==> src/rtl/hfu_pkg.sv <==
package hfu_pkg;

  // Source of the word issued in a cycle
  typedef enum logic {
    SRC_INLINE = 1'b0,
    SRC_HINT   = 1'b1
  } fetch_src_e;

  // Redirect cause decided from a branch resolution
  typedef enum logic [1:0] {
    RD_NONE       = 2'd0,
    RD_TAKEN_MISS = 2'd1,
    RD_NT_MISS    = 2'd2
  } redir_e;

endpackage

==> src/rtl/hfu_hint_entry.sv <==
module hfu_hint_entry #(
  parameter int AW       = 16,
  parameter int MIN_DIST = 8     // must be at least 1
) (
  input  logic          clk,
  input  logic          rst,
  input  logic          wr,
  input  logic [AW-1:0] br_in,
  input  logic [AW-1:0] tgt_in,
  output logic          vld,
  output logic [AW-1:0] br_q,
  output logic [AW-1:0] tgt_q,
  output logic          dist_ok
);

  localparam int DW = $clog2(MIN_DIST + 1);

  logic [DW-1:0] dist_cnt;

  always_ff @(posedge clk) begin
    if (rst) begin
      vld      <= 1'b0;
      br_q     <= '0;
      tgt_q    <= '0;
      dist_cnt <= '0;
    end else if (wr) begin
      vld      <= 1'b1;
      br_q     <= br_in;
      tgt_q    <= tgt_in;
      dist_cnt <= DW'(MIN_DIST);
    end else if (dist_cnt != '0) begin
      dist_cnt <= dist_cnt - DW'(1);
    end
  end

  assign dist_ok = (dist_cnt == '0);


  hint_sticky_chk: assert property (@(posedge clk) disable iff (rst)
    vld |=> vld);


  dist_restart_chk: assert property (@(posedge clk) disable iff (rst)
    wr |=> !dist_ok);

endmodule

==> src/rtl/hfu_target_buf.sv <==
module hfu_target_buf #(
  parameter int AW    = 16,
  parameter int IW    = 32,
  parameter int DEPTH = 4,
  parameter int LAT   = 2,
  localparam int IXW  = (DEPTH > 1) ? $clog2(DEPTH) : 1
) (
  input  logic           clk,
  input  logic           rst,
  input  logic           start,
  input  logic [AW-1:0]  tgt,
  output logic           pf_req,
  output logic [AW-1:0]  pf_addr,
  input  logic [IW-1:0]  pf_rdata,
  input  logic [IXW-1:0] rd_idx,
  output logic [IW-1:0]  rd_word,
  output logic           filled
);

  localparam int CW = $clog2(DEPTH + 1);

  logic [IXW-1:0] req_idx;
  logic [LAT-1:0] stg_vld;
  logic [IXW-1:0] stg_idx [LAT];
  logic [CW-1:0]  got_cnt;
  logic [IW-1:0]  words [DEPTH];
  logic           req_last;
  logic           wr_en;

  assign req_last = (req_idx == IXW'(DEPTH - 1));
  assign wr_en    = stg_vld[LAT-1] && !start;

  // Request issue: one address per cycle, DEPTH in a row
  always_ff @(posedge clk) begin
    if (rst) begin
      pf_req  <= 1'b0;
      pf_addr <= '0;
      req_idx <= '0;
    end else if (start) begin
      pf_req  <= 1'b1;
      pf_addr <= tgt;
      req_idx <= '0;
    end else if (pf_req) begin
      pf_addr <= pf_addr + AW'(1);
      req_idx <= req_idx + IXW'(1);
      if (req_last) pf_req <= 1'b0;
    end
  end

  // Return tracking: fixed latency, in-flight words of an older hint dropped
  always_ff @(posedge clk) begin
    if (rst || start) begin
      stg_vld <= '0;
    end else begin
      for (int i = LAT - 1; i > 0; i--) stg_vld[i] <= stg_vld[i-1];
      stg_vld[0] <= pf_req;
    end
    for (int i = LAT - 1; i > 0; i--) stg_idx[i] <= stg_idx[i-1];
    stg_idx[0] <= req_idx;
  end

  always_ff @(posedge clk) begin
    if (rst || start) got_cnt <= '0;
    else if (wr_en)   got_cnt <= got_cnt + CW'(1);
  end

  // Storage without reset so it maps to distributed RAM
  always_ff @(posedge clk) begin
    if (wr_en) words[stg_idx[LAT-1]] <= pf_rdata;
  end

  assign rd_word = words[rd_idx];
  assign filled  = (got_cnt == CW'(DEPTH));


  fill_stop_chk: assert property (@(posedge clk) disable iff (rst)
    filled |-> !pf_req);


  fill_seq_chk: assert property (@(posedge clk) disable iff (rst)
    (pf_req && !start && !req_last) |=> (pf_req && pf_addr == $past(pf_addr) + AW'(1)));

endmodule

==> src/rtl/hfu_fetch_ctl.sv <==
module hfu_fetch_ctl
  import hfu_pkg::*;
#(
  parameter int AW       = 16,
  parameter int IW       = 32,
  parameter int DEPTH    = 4,
  parameter int PENALTY  = 12,   // must be at least 1
  parameter logic [AW-1:0] RESET_PC = '0,
  localparam int IXW     = (DEPTH > 1) ? $clog2(DEPTH) : 1
) (
  input  logic           clk,
  input  logic           rst,
  input  logic           hint_wr,
  input  logic           hint_rdy,
  input  logic [AW-1:0]  hint_br,
  input  logic [AW-1:0]  hint_tgt,
  input  logic [IW-1:0]  inline_word,
  input  logic [IW-1:0]  buf_word,
  output logic [IXW-1:0] rd_idx,
  input  logic           rslv_valid,
  input  logic           rslv_taken,
  input  logic [AW-1:0]  rslv_pc,
  input  logic [AW-1:0]  rslv_target,
  output logic           fetch_valid,
  output logic [AW-1:0]  fetch_pc,
  output logic           fetch_from_hint,
  output logic [IW-1:0]  fetch_word
);

  localparam int CW = $clog2(DEPTH + 1);
  localparam int SW = (PENALTY > 1) ? $clog2(PENALTY) : 1;

  logic [AW-1:0] pc;
  logic [AW-1:0] pred_pc;
  logic          pred_vld;
  logic [SW-1:0] stall;
  logic [CW-1:0] left;
  fetch_src_e    src_q;
  redir_e        redir;
  logic          pred_match;
  logic          issue;
  logic          hit;

  always_comb begin
    pred_match = pred_vld && (rslv_pc == pred_pc);
    redir      = RD_NONE;
    if (rslv_valid) begin
      if (rslv_taken && !pred_match)      redir = RD_TAKEN_MISS;
      else if (!rslv_taken && pred_match) redir = RD_NT_MISS;
    end
    issue = (stall == '0);
    hit   = hint_rdy && (pc == hint_br);
  end

  always_ff @(posedge clk) begin
    if (rst) begin
      pc          <= RESET_PC;
      pred_pc     <= '0;
      pred_vld    <= 1'b0;
      stall       <= '0;
      left        <= '0;
      rd_idx      <= '0;
      src_q       <= SRC_INLINE;
      fetch_valid <= 1'b0;
      fetch_pc    <= '0;
      fetch_word  <= '0;
    end else if (redir != RD_NONE) begin
      pc          <= (redir == RD_TAKEN_MISS) ? rslv_target : rslv_pc + AW'(1);
      stall       <= SW'(PENALTY - 1);
      left        <= '0;
      pred_vld    <= 1'b0;
      src_q       <= SRC_INLINE;
      fetch_valid <= 1'b0;
    end else begin
      if (rslv_valid && pred_match) pred_vld <= 1'b0;
      if (!issue) begin
        stall       <= stall - SW'(1);
        src_q       <= SRC_INLINE;
        fetch_valid <= 1'b0;
      end else begin
        fetch_valid <= 1'b1;
        fetch_pc    <= pc;
        if (left != '0) begin
          src_q      <= SRC_HINT;
          fetch_word <= buf_word;
          rd_idx     <= rd_idx + IXW'(1);
          left       <= left - CW'(1);
        end else begin
          src_q      <= SRC_INLINE;
          fetch_word <= inline_word;
        end
        if (hit) begin
          pc       <= hint_tgt;
          left     <= CW'(DEPTH);
          rd_idx   <= '0;
          pred_vld <= 1'b1;
          pred_pc  <= pc;
        end else begin
          pc <= pc + AW'(1);
        end
      end
      // buffer is being refilled: stop reading it
      if (hint_wr) left <= '0;
    end
  end

  assign fetch_from_hint = (src_q == SRC_HINT);


  redirect_bubble_chk: assert property (@(posedge clk) disable iff (rst)
    (redir != RD_NONE) |=> !fetch_valid);


  hint_follow_chk: assert property (@(posedge clk) disable iff (rst)
    ((issue && hit && redir == RD_NONE && !hint_wr) ##1 (redir == RD_NONE))
      |=> (fetch_valid && fetch_from_hint));


  taken_ok_chk: assert property (@(posedge clk) disable iff (rst)
    (rslv_valid && rslv_taken && pred_match && issue) |=> fetch_valid);


  hint_src_chk: assert property (@(posedge clk) disable iff (rst)
    fetch_from_hint |-> fetch_valid);

endmodule

==> src/rtl/hint_fetch_unit.sv <==
module hint_fetch_unit #(
  parameter int AW        = 16,
  parameter int IW        = 32,
  parameter int HTB_DEPTH = 4,
  parameter int MEM_LAT   = 2,
  parameter int MIN_DIST  = 8,
  parameter int PENALTY   = 12,
  parameter logic [AW-1:0] RESET_PC = '0
) (
  input  logic          clk,
  input  logic          rst,
  input  logic          hint_we,
  input  logic [AW-1:0] hint_br_addr,
  input  logic [AW-1:0] hint_tgt_addr,
  input  logic [IW-1:0] inline_word,
  input  logic          rslv_valid,
  input  logic          rslv_taken,
  input  logic [AW-1:0] rslv_pc,
  input  logic [AW-1:0] rslv_target,
  output logic          pf_req,
  output logic [AW-1:0] pf_addr,
  input  logic [IW-1:0] pf_rdata,
  output logic          fetch_valid,
  output logic [AW-1:0] fetch_pc,
  output logic          fetch_from_hint,
  output logic [IW-1:0] fetch_word
);

  localparam int IXW = (HTB_DEPTH > 1) ? $clog2(HTB_DEPTH) : 1;

  logic           h_vld;
  logic [AW-1:0]  h_br;
  logic [AW-1:0]  h_tgt;
  logic           h_dist_ok;
  logic           buf_full;
  logic           h_rdy;
  logic [IXW-1:0] rd_idx;
  logic [IW-1:0]  buf_word;

  assign h_rdy = h_vld && h_dist_ok && buf_full;

  hfu_hint_entry #(
    .AW       (AW),
    .MIN_DIST (MIN_DIST)
  ) u_entry (
    .clk     (clk),
    .rst     (rst),
    .wr      (hint_we),
    .br_in   (hint_br_addr),
    .tgt_in  (hint_tgt_addr),
    .vld     (h_vld),
    .br_q    (h_br),
    .tgt_q   (h_tgt),
    .dist_ok (h_dist_ok)
  );

  hfu_target_buf #(
    .AW    (AW),
    .IW    (IW),
    .DEPTH (HTB_DEPTH),
    .LAT   (MEM_LAT)
  ) u_buf (
    .clk      (clk),
    .rst      (rst),
    .start    (hint_we),
    .tgt      (hint_tgt_addr),
    .pf_req   (pf_req),
    .pf_addr  (pf_addr),
    .pf_rdata (pf_rdata),
    .rd_idx   (rd_idx),
    .rd_word  (buf_word),
    .filled   (buf_full)
  );

  hfu_fetch_ctl #(
    .AW       (AW),
    .IW       (IW),
    .DEPTH    (HTB_DEPTH),
    .PENALTY  (PENALTY),
    .RESET_PC (RESET_PC)
  ) u_ctl (
    .clk             (clk),
    .rst             (rst),
    .hint_wr         (hint_we),
    .hint_rdy        (h_rdy),
    .hint_br         (h_br),
    .hint_tgt        (h_tgt),
    .inline_word     (inline_word),
    .buf_word        (buf_word),
    .rd_idx          (rd_idx),
    .rslv_valid      (rslv_valid),
    .rslv_taken      (rslv_taken),
    .rslv_pc         (rslv_pc),
    .rslv_target     (rslv_target),
    .fetch_valid     (fetch_valid),
    .fetch_pc        (fetch_pc),
    .fetch_from_hint (fetch_from_hint),
    .fetch_word      (fetch_word)
  );

endmodule

==> config.mk <==
export PLATFORM = sky130hd
export DESIGN_NAME = hint_fetch_unit
export DESIGN_NICKNAME = d
export VERILOG_FILES = /design/src/rtl/hfu_pkg.sv /design/src/rtl/hfu_hint_entry.sv /design/src/rtl/hfu_target_buf.sv /design/src/rtl/hfu_fetch_ctl.sv /design/src/rtl/hint_fetch_unit.sv
export SDC_FILE = /design/constraint.sdc
export NUM_CORES = 1
export LEC_CHECK = 0
export BUFFER_PORTS_ARGS = -buffer_cell sky130_fd_sc_hd__buf_2
export CAP_MARGIN = 20
export CORE_MARGIN = 5
export CORE_UTILIZATION = 55
export CTS_CLUSTER_DIAMETER = 50
export DETAILED_ROUTE_END_ITERATION = 8
export PLACE_DENSITY_LB_ADDON = 0.12
export SLEW_MARGIN = 10
export SYNTH_ARGS = -nofsm -noshare
export SYNTH_HDL_FRONTEND = slang
export SYNTH_HIERARCHICAL = 1
export SYNTH_SLANG_ARGS = --single-unit
export TNS_END_PERCENT = 20
==> constraint.sdc <==
create_clock -name clk -period 3.95 [get_ports clk]
set_input_delay 0.1975 -clock clk [delete_from_list [all_inputs] [get_ports clk]]
set_output_delay 0.1975 -clock clk [all_outputs]
set_load 0.03 [all_outputs]
==> out/metrics.cfg, run 1 <==
[drt]
ant_nets=0
wirelength_um=30100
route.detailed.drc=0
via_per_inst=5.54
post_drt_wl_per_cell_um=18.7
drt_iter0_drc=628
vias=8897
dr.pass1.iters=5

[placement]
io_buffers=199
dpl_cell_area_um2=13700
hpwl_um=19500
dp.cells=1472
gp_congestion=0.875
dp_slack_ps=873

[clocking]
path_clk_slew_ps=50
cts.path.max_buffers=3
cts_tree=yes
cts.sinks=285
clkLatencyLatePin_ps=510
h-tree-depth=2
cts_made_buffers=36
root_buffer=clkbuf_16

[synthesis]
synth-xor-area-share_pct=4.12
synth_area_um2=12500
ys_seq_elements=285
synth_area_leaders=edfxtp_1 31%, dfxtp_1 25%, mux2i_1 8.7%
ys_warn_count=6
synth_ff_type=dfxtp_1
synthAdderAreaFrac_pct=0.901
yosysTopAreaCell=edfxtp_1
synth-edff-count=128
synthDistinctLibCells=60
synth_top_family_by_area=multiplexers
synth-compound-area-share_pct=7.61
synthSimpleGateAreaFrac_pct=12.4
synthArstFlopShare_pct=0
post_synth.cell_area_avg_um2=12.0
muxShareOfSynthArea_pct=15.5
syn_inst=1044
synth_top_area_share_pct=30.8
syn_nets=1186
ys_seq_area_share_pct=55.9

[setup_path]
cp-start-kind=flop
worstPathArrival_ps=3470
path_class=flop to flop
critPathMostFrequentCell=o22ai_1
r2r_cells=10
worst_path_dominant_cell_family=simple AND/OR/NAND/NOR gates
required_ps=4290
slowest_stage=nand4_1
cp.depth=10
path_cells=inv_1 -> ha_1 -> nor3b_4 -> and3_1 -> nand3_1 -> nor4b_2 -> nand4_1 -> mux2_2 -> o22ai_1 -> o22ai_1
worst-path-buf-inv=1
critical_path.endpoint_type=flop
cp_max_fo=17
crit_path_max_incr_delay_ps=640

[timing]
max_freq_ghz=0.319
rsz0062_at_grt=false
period_needed_ps=3130
hold_violations=0
finalSetupTns_ps=0
setup_viol=0
fin_ws_ps=817
period_share_pct=79.3
slew_viol_final=0
worstMarginPinSlew_ps=1070
max_slew_margin_pct=28.5
finClkSkew_ps=13.6

[die]
ios=200
std_cell_rows=55
die_area_um2=25800
die_h_um=161
fp.dieW_um=161
initial_core_util_pct=55.5
core_area_um2=22500

[grt]
grt_util_all_layers_pct=22.8
grt_max_degree=71
antenna_found_initial=2
overflow=0
grt_pass1_vias=9024
grt_pass1_wl_um=47500

[worst_hold_path]
hold_depth=3
hold_class=primary input to flop

[power]
max-vdd-ir-drop_v=0.000432
power_density_nw_per_um2=474
power_leakage_nw=6.18

[finish]
final_common_cell=buf_2
syn_to_final_growth_pct=24.7
fin_cells=1606
nets=1435
design_area_um2=15600
final_cell_mix=198 x buf_2, 156 x dfxtp_1, 150 x nor2_1, 128 x edfxtp_1, 108 x mux2i_1
diodes=0
drive_gt1_share_pct=26.3

[status]
outcome=complete, no violations

[flow_run]
maxCapViolCount=0

routing by layer:
| metal | up-vias | wire length, µm | share of wire [%] | GRT usage, % |
|---|---|---|---|---|
| met4 | 4 | 976 | 3.2 | 8.41 |
| li1 | 4336 | - | - | - |
| met3 | 68 | 1540 | 5.1 | 4.21 |
| met1 | 4253 | 12700 | 42 | 29.1 |
| met5 | - | 30 | 0.10 | 0 |
| met2 | 236 | 14800 | 49 | 39.1 |
worst paths after layout:
| check | slack (ps) | endpoint | startpoint |
|---|---|---|---|
| max | 820 | u_ctl/pc[6]$_SDFFE_PP0P_ | u_entry/dist_cnt[0]$_SDFFE_PP0N_ |
| min | 20 | u_ctl/pc[11]$_SDFFE_PP0P_ | rslv_target[11] |
| min reg2reg | 330 | u_buf/stg_idx[0][2]$_DFF_P_ | u_buf/stg_idx[0][0]$_DFF_P_ |
| max reg2reg | 820 | u_ctl/pc[6]$_SDFFE_PP0P_ | u_entry/dist_cnt[0]$_SDFFE_PP0N_ |
cell usage after synthesis (all sizes together), types with 2 or more instances:
| cell type | number |
|---|---|
| a2111oi | 4 |
| a211oi | 42 |
| a21oi | 34 |
| a221oi | 3 |
| a311oi | 2 |
| and2 | 2 |
| and3 | 9 |
| and4 | 5 |
| buf | 37 |
| clkbuf | 34 |
| dfxtp | 157 |
| edfxtp | 128 |
| ha | 9 |
| inv | 23 |
| mux2 | 12 |
| mux2i | 108 |
| mux4 | 32 |
| nand2 | 40 |
| nand2b | 6 |
| nand3 | 23 |
| nand3b | 2 |
| nand4 | 17 |
| nor2 | 152 |
| nor2b | 9 |
| nor3 | 24 |
| nor3b | 3 |
| nor4 | 9 |
| nor4b | 3 |
| o21a | 5 |
| o21ai | 9 |
| o22ai | 25 |
| o31ai | 3 |
| or3 | 2 |
| or4 | 2 |
| xnor2 | 35 |
| xor2 | 22 |
sequential cells by signal (all words and copies together), names as in the netlist, 2 cells and up:
register / count
u_buf/words: 128
u_ctl/pred_pc: 16
u_buf/got_cnt: 3
u_ctl/rd_idx: 2
u_ctl/stall: 4
u_ctl/fetch_word: 32
u_ctl/pc: 16
u_entry/br_q: 16
u_buf/stg_idx: 4
u_entry/dist_cnt: 4
u_ctl/fetch_pc: 16
u_buf/req_idx: 2
u_ctl/left: 3
u_entry/tgt_q: 16
u_buf/pf_addr: 16
u_buf/stg_vld: 2
power by group:
part | leakage (nW) | total, mW | switching (mW) | internal [mW]
sequential | 2.44 | 3.30 | 0.110 | 3.19
clock | 0.595 | 3.29 | 1.23 | 2.06
combinational | 3.15 | 0.790 | 0.472 | 0.318
metrics by stage:
step	hold WS (ps)	utilization (%)	total power [mW]
2_1_floorplan	277	-	3.83
3_5_place_dp	312	60.7	4.09
3_3_place_gp	315	60.7	4.08
4_1_cts	5.98	69.1	7.45
5_1_grt	30.0	69.2	7.67
6_report	21.0	69.2	7.38
kinds of logic (layout without fill, tap and decap cells):
family / count (synthesis) / after routing
flops: 285 / 285
xor+xnor: 57 / 57
simple gates: 310 / 310
mux: 152 / 152
buf+inv: 94 / 371
compound gates: 137 / 137
fa+ha+maj: 9 / 9
worst reg2reg max path, delay by kind of cell, from the launching register on:
family	cells	cell delay, ps
compound gates	2	250
fa+ha+maj	1	210
buf+inv	1	90
flops	1	310
mux	1	510
simple gates	5	1590
cell type report:
cell class | count | area [µm²]
Clock buffer | 46 | 1000
Clock inverter | 20 | 219
Fill cell | 1690 | 6930
Inverter | 23 | 86.3
Multi-Input combinational cell | 665 | 5120
Sequential cell | 285 | 6990
Tap cell | 285 | 357
Timing Repair Buffer | 282 | 1800
what timing repair did:
item                      in CTS  in global routing
hold endpoints to repair     175                  0
resized for setup              0                  0
hold buffers                  67                  0
buffers inserted               0                  0
No activity file was read; power rests on OpenSTA's default activity.
==> run 2: changes to the inputs <==
- ABC_AREA: unset -> 1
- CORE_UTILIZATION: 55 -> 52
- clock period: 3.95 -> 2.7 ns (I/O delays scaled with it)
==> run 2 against run 1 <==
  * First-iteration DRC count is 14% higher
  * Final cell count rose by 41%
  * Fmax grew 26%
  * Synthesized cell count up 55%
  * Critical endpoint is now u_ctl/pred_pc[7]$_SDFFE_PP0P_
==> out/metrics.cfg, run 2 <==
[status]
outcome=complete, no violations  ; unchanged

[setup_path]
cp_max_fo=35  ; was 17
path_class=flop to flop  ; unchanged
required_ps=3130  ; was 4290 ps
worst_path_dominant_cell_family=simple AND/OR/NAND/NOR gates  ; unchanged
critPathMostFrequentCell=nand2_1  ; was o22ai_1
critical_path.endpoint_type=flop  ; unchanged
cp.depth=13  ; was 10
crit_path_max_incr_delay_ps=360  ; was 640 ps
slowest_stage=buf_4  ; was nand4_1
worst-path-buf-inv=3  ; was 1
path_cells=inv_1 -> nand2_1 -> nand2_1 -> nor2_1 -> nand2_1 -> nor2_1 -> nand3_2 -> nand2_4 -> buf_4 -> nand2_1 -> buf_4 -> nor3_1 -> nor2_1  ; was inv_1 -> ha_1 -> nor3b_4 -> and3_1 -> nand3_1 -> nor4b_2 -> nand4_1 -> mux2_2 -> o22ai_1 -> o22ai_1
worstPathArrival_ps=2910  ; was 3470 ps
cp-start-kind=flop  ; unchanged
r2r_cells=13  ; was 10

[synthesis]
synth_area_um2=13100  ; was 12,500 µm²
synth-edff-count=128  ; unchanged
ys_seq_area_share_pct=53.5  ; was 55.9%
synthMostInstantiatedCell=nand2_1  ; was dfxtp_1
ys_seq_elements=285  ; unchanged
synth_area_leaders=edfxtp_1 29%, dfxtp_1 24%, nand2_1 13%  ; was edfxtp_1 31%, dfxtp_1 25%, mux2i_1 8.7%
synth_top_area_share_pct=29.4  ; was 30.8%
synthDistinctLibCells=40  ; was 60
synth_ff_type=dfxtp_1  ; unchanged
yosysTopAreaCell=edfxtp_1  ; unchanged
ys_warn_count=6  ; unchanged
syn_inst=1620  ; was 1,044
synth_common_cells=460 x nand2_1, 234 x nor2_1, 157 x dfxtp_1  ; was 157 x dfxtp_1, 152 x nor2_1, 128 x edfxtp_1
post_synth.cell_area_avg_um2=8.07  ; was 12.0 µm²
synthArstFlopShare_pct=0  ; unchanged
syn_nets=1762  ; was 1,186

[drt]
wirelength_um=36100  ; was 30,100 µm
route.detailed.drc=0  ; unchanged
vias=11800  ; was 8,897
drt_iter0_drc=715  ; was 628
post_drt_wl_per_cell_um=16.0  ; was 18.7 µm
dr.pass1.iters=6  ; was 5
ant_nets=0  ; unchanged
via_per_inst=5.20  ; was 5.54

[timing]
slew_viol_final=0  ; unchanged
setup_viol=0  ; unchanged
period_needed_ps=2480  ; was 3130 ps
max_slew_margin_pct=35.6  ; was 28.5%
worstMarginPinSlew_ps=964  ; was 1070 ps
finalSetupTns_ps=0  ; unchanged
hold_violations=0  ; unchanged
rsz0062_at_grt=true  ; was false
period_share_pct=92.0  ; was 79.3%
max_freq_ghz=0.403  ; was 0.319 GHz
finClkSkew_ps=14.6  ; was 13.6 ps

[power]
power_density_nw_per_um2=619  ; was 474 nW/µm²
p_total_mw=10.2  ; was 7.38 mW
power_leakage_nw=7.23  ; was 6.18 nW
max-vdd-ir-drop_v=0.000449  ; was 0.000432 V

[finish]
design_area_um2=16500  ; was 15,600 µm²
syn_to_final_growth_pct=26.1  ; was 24.7%
nets=2051  ; was 1,435
largest_register_ffs=128  ; unchanged
final_cell_mix=460 x nand2_1, 231 x nor2_1, 199 x buf_2, 156 x dfxtp_1, 134 x o21ai_0  ; was 198 x buf_2, 156 x dfxtp_1, 150 x nor2_1, 128 x edfxtp_1, 108 x mux2i_1
diodes=0  ; unchanged
drive_gt1_share_pct=17.2  ; was 26.3%
utilization_pct=66.0  ; was 69.2%
final_common_cell=nand2_1  ; was buf_2

[clocking]
h-tree-depth=1  ; was 2
cts_made_buffers=30  ; was 36
clkLatencyLatePin_ps=560  ; was 510 ps
cts.sinks=285  ; unchanged
cts.path.max_buffers=3  ; unchanged
path_clk_slew_ps=60  ; was 50 ps
root_buffer=clkbuf_16  ; unchanged
cts_tree=yes  ; unchanged
post_cts_buffers=0  ; unchanged

[die]
die_area_um2=28400  ; was 25,800 µm²
std_cell_rows=58  ; was 55
fp.dieW_um=169  ; was 161 µm
core_area_um2=25000  ; was 22,500 µm²
ios=200  ; unchanged
initial_core_util_pct=52.4  ; was 55.5%
die_h_um=169  ; was 161 µm

[placement]
hpwl_um=23900  ; was 19,500 µm
gp_congestion=0.923  ; was 0.875
dpl_cell_area_um2=14400  ; was 13,700 µm²
io_buffers=199  ; unchanged

[worst_hold_path]
hold_class=primary input to flop  ; unchanged
hold_depth=7  ; was 3

[grt]
grt_pass1_vias=11500  ; was 9,024
antenna_found_initial=0  ; was 2
grt_pass1_wl_um=57300  ; was 47,500 µm
overflow=0  ; unchanged
grt_util_all_layers_pct=24.4  ; was 22.8%
grt_max_degree=66  ; was 71

[flow_run]
maxCapViolCount=0  ; unchanged

## run 2: logic make-up (layout without fill, tap and decap cells)
kind of cell / Yosys count / after routing / share of synthesized area, %
buf+inv: 207 / 519 / 6.58
flops: 285 / 285 / 53.5
fa+ha+maj: 9 / 9 / 0.862
xor+xnor: 44 / 44 / 2.95
compound gates: 230 / 230 / 9.54
simple gates: 845 / 846 / 26.6
## run 2: power by group
group | leakage, nW | switching (mW) | total, mW | internal (mW)
Combinational | 4.29 | 0.793 | 1.26 | 0.467
Sequential | 2.44 | 0.139 | 4.80 | 4.66
Clock | 0.500 | 1.70 | 4.14 | 2.45
## run 2: path summary, 6_finish.rpt
kind | endpoint | startpoint | slack (ps)
setup / recovery | u_ctl/pred_pc[7]$_SDFFE_PP0P_ | u_ctl/pred_pc[1]$_SDFFE_PP0P_ | 220
hold reg to reg | u_buf/stg_idx[0][2]$_DFF_P_ | u_buf/stg_idx[0][0]$_DFF_P_ | 330
setup reg to reg | u_ctl/pred_pc[7]$_SDFFE_PP0P_ | u_ctl/pred_pc[1]$_SDFFE_PP0P_ | 220
hold / removal | u_ctl/pc[2]$_SDFFE_PP0P_ | rslv_target[2] | 30
## run 2: layer usage
layer	GRT usage, %	vias up	routed length (µm)
li1	-	5879	-
met1	31.7	5455	15500
met2	42.9	358	17400
met3	2.78	73	2040
met4	7.94	0	1100
met5	0	-	0
## run 2: stage by stage
| stage | setup WS [ps] | hold slack (ps) | cells |
|---|---|---|---|
| 2_1_floorplan | -508 | 204 | 1620 |
| 3_3_place_gp | 131 | 312 | 2107 |
| 3_5_place_dp | 87.2 | 315 | 2107 |
| 4_1_cts | 74.9 | 8.27 | 2262 |
| 5_1_grt | -8.70 | 50.0 | 2263 |
| 6_report | 216 | 34.8 | 2263 |
## run 2: timing repair
item	CTS	global route
endpoints found under the hold margin	219	0
endpoints found under the setup margin	0	51
resized for setup	0	9
hold buffers	99	0
## run 2: worst register-to-register path, cell delays in order, from the launching register on
cell,delay (ps)
dfxtp_1,350
inv_1,50
nand2_1,50
nand2_1,50
nor2_1,90
nand2_1,60
nor2_1,170
nand3_2,140
nand2_4,100
buf_4,360
nand2_1,270
buf_4,260
nor3_1,330
nor2_1,90
## run 2: layout make-up
class                           instances  area [µm²]
Fill cell                            2123        8490
Sequential cell                       285        6990
Multi-Input combinational cell       1129        5290
Timing Repair Buffer                  331        2260
Clock buffer                           45         913
Inverter                              132         498
Tap cell                              330         413
Clock inverter                         11         111
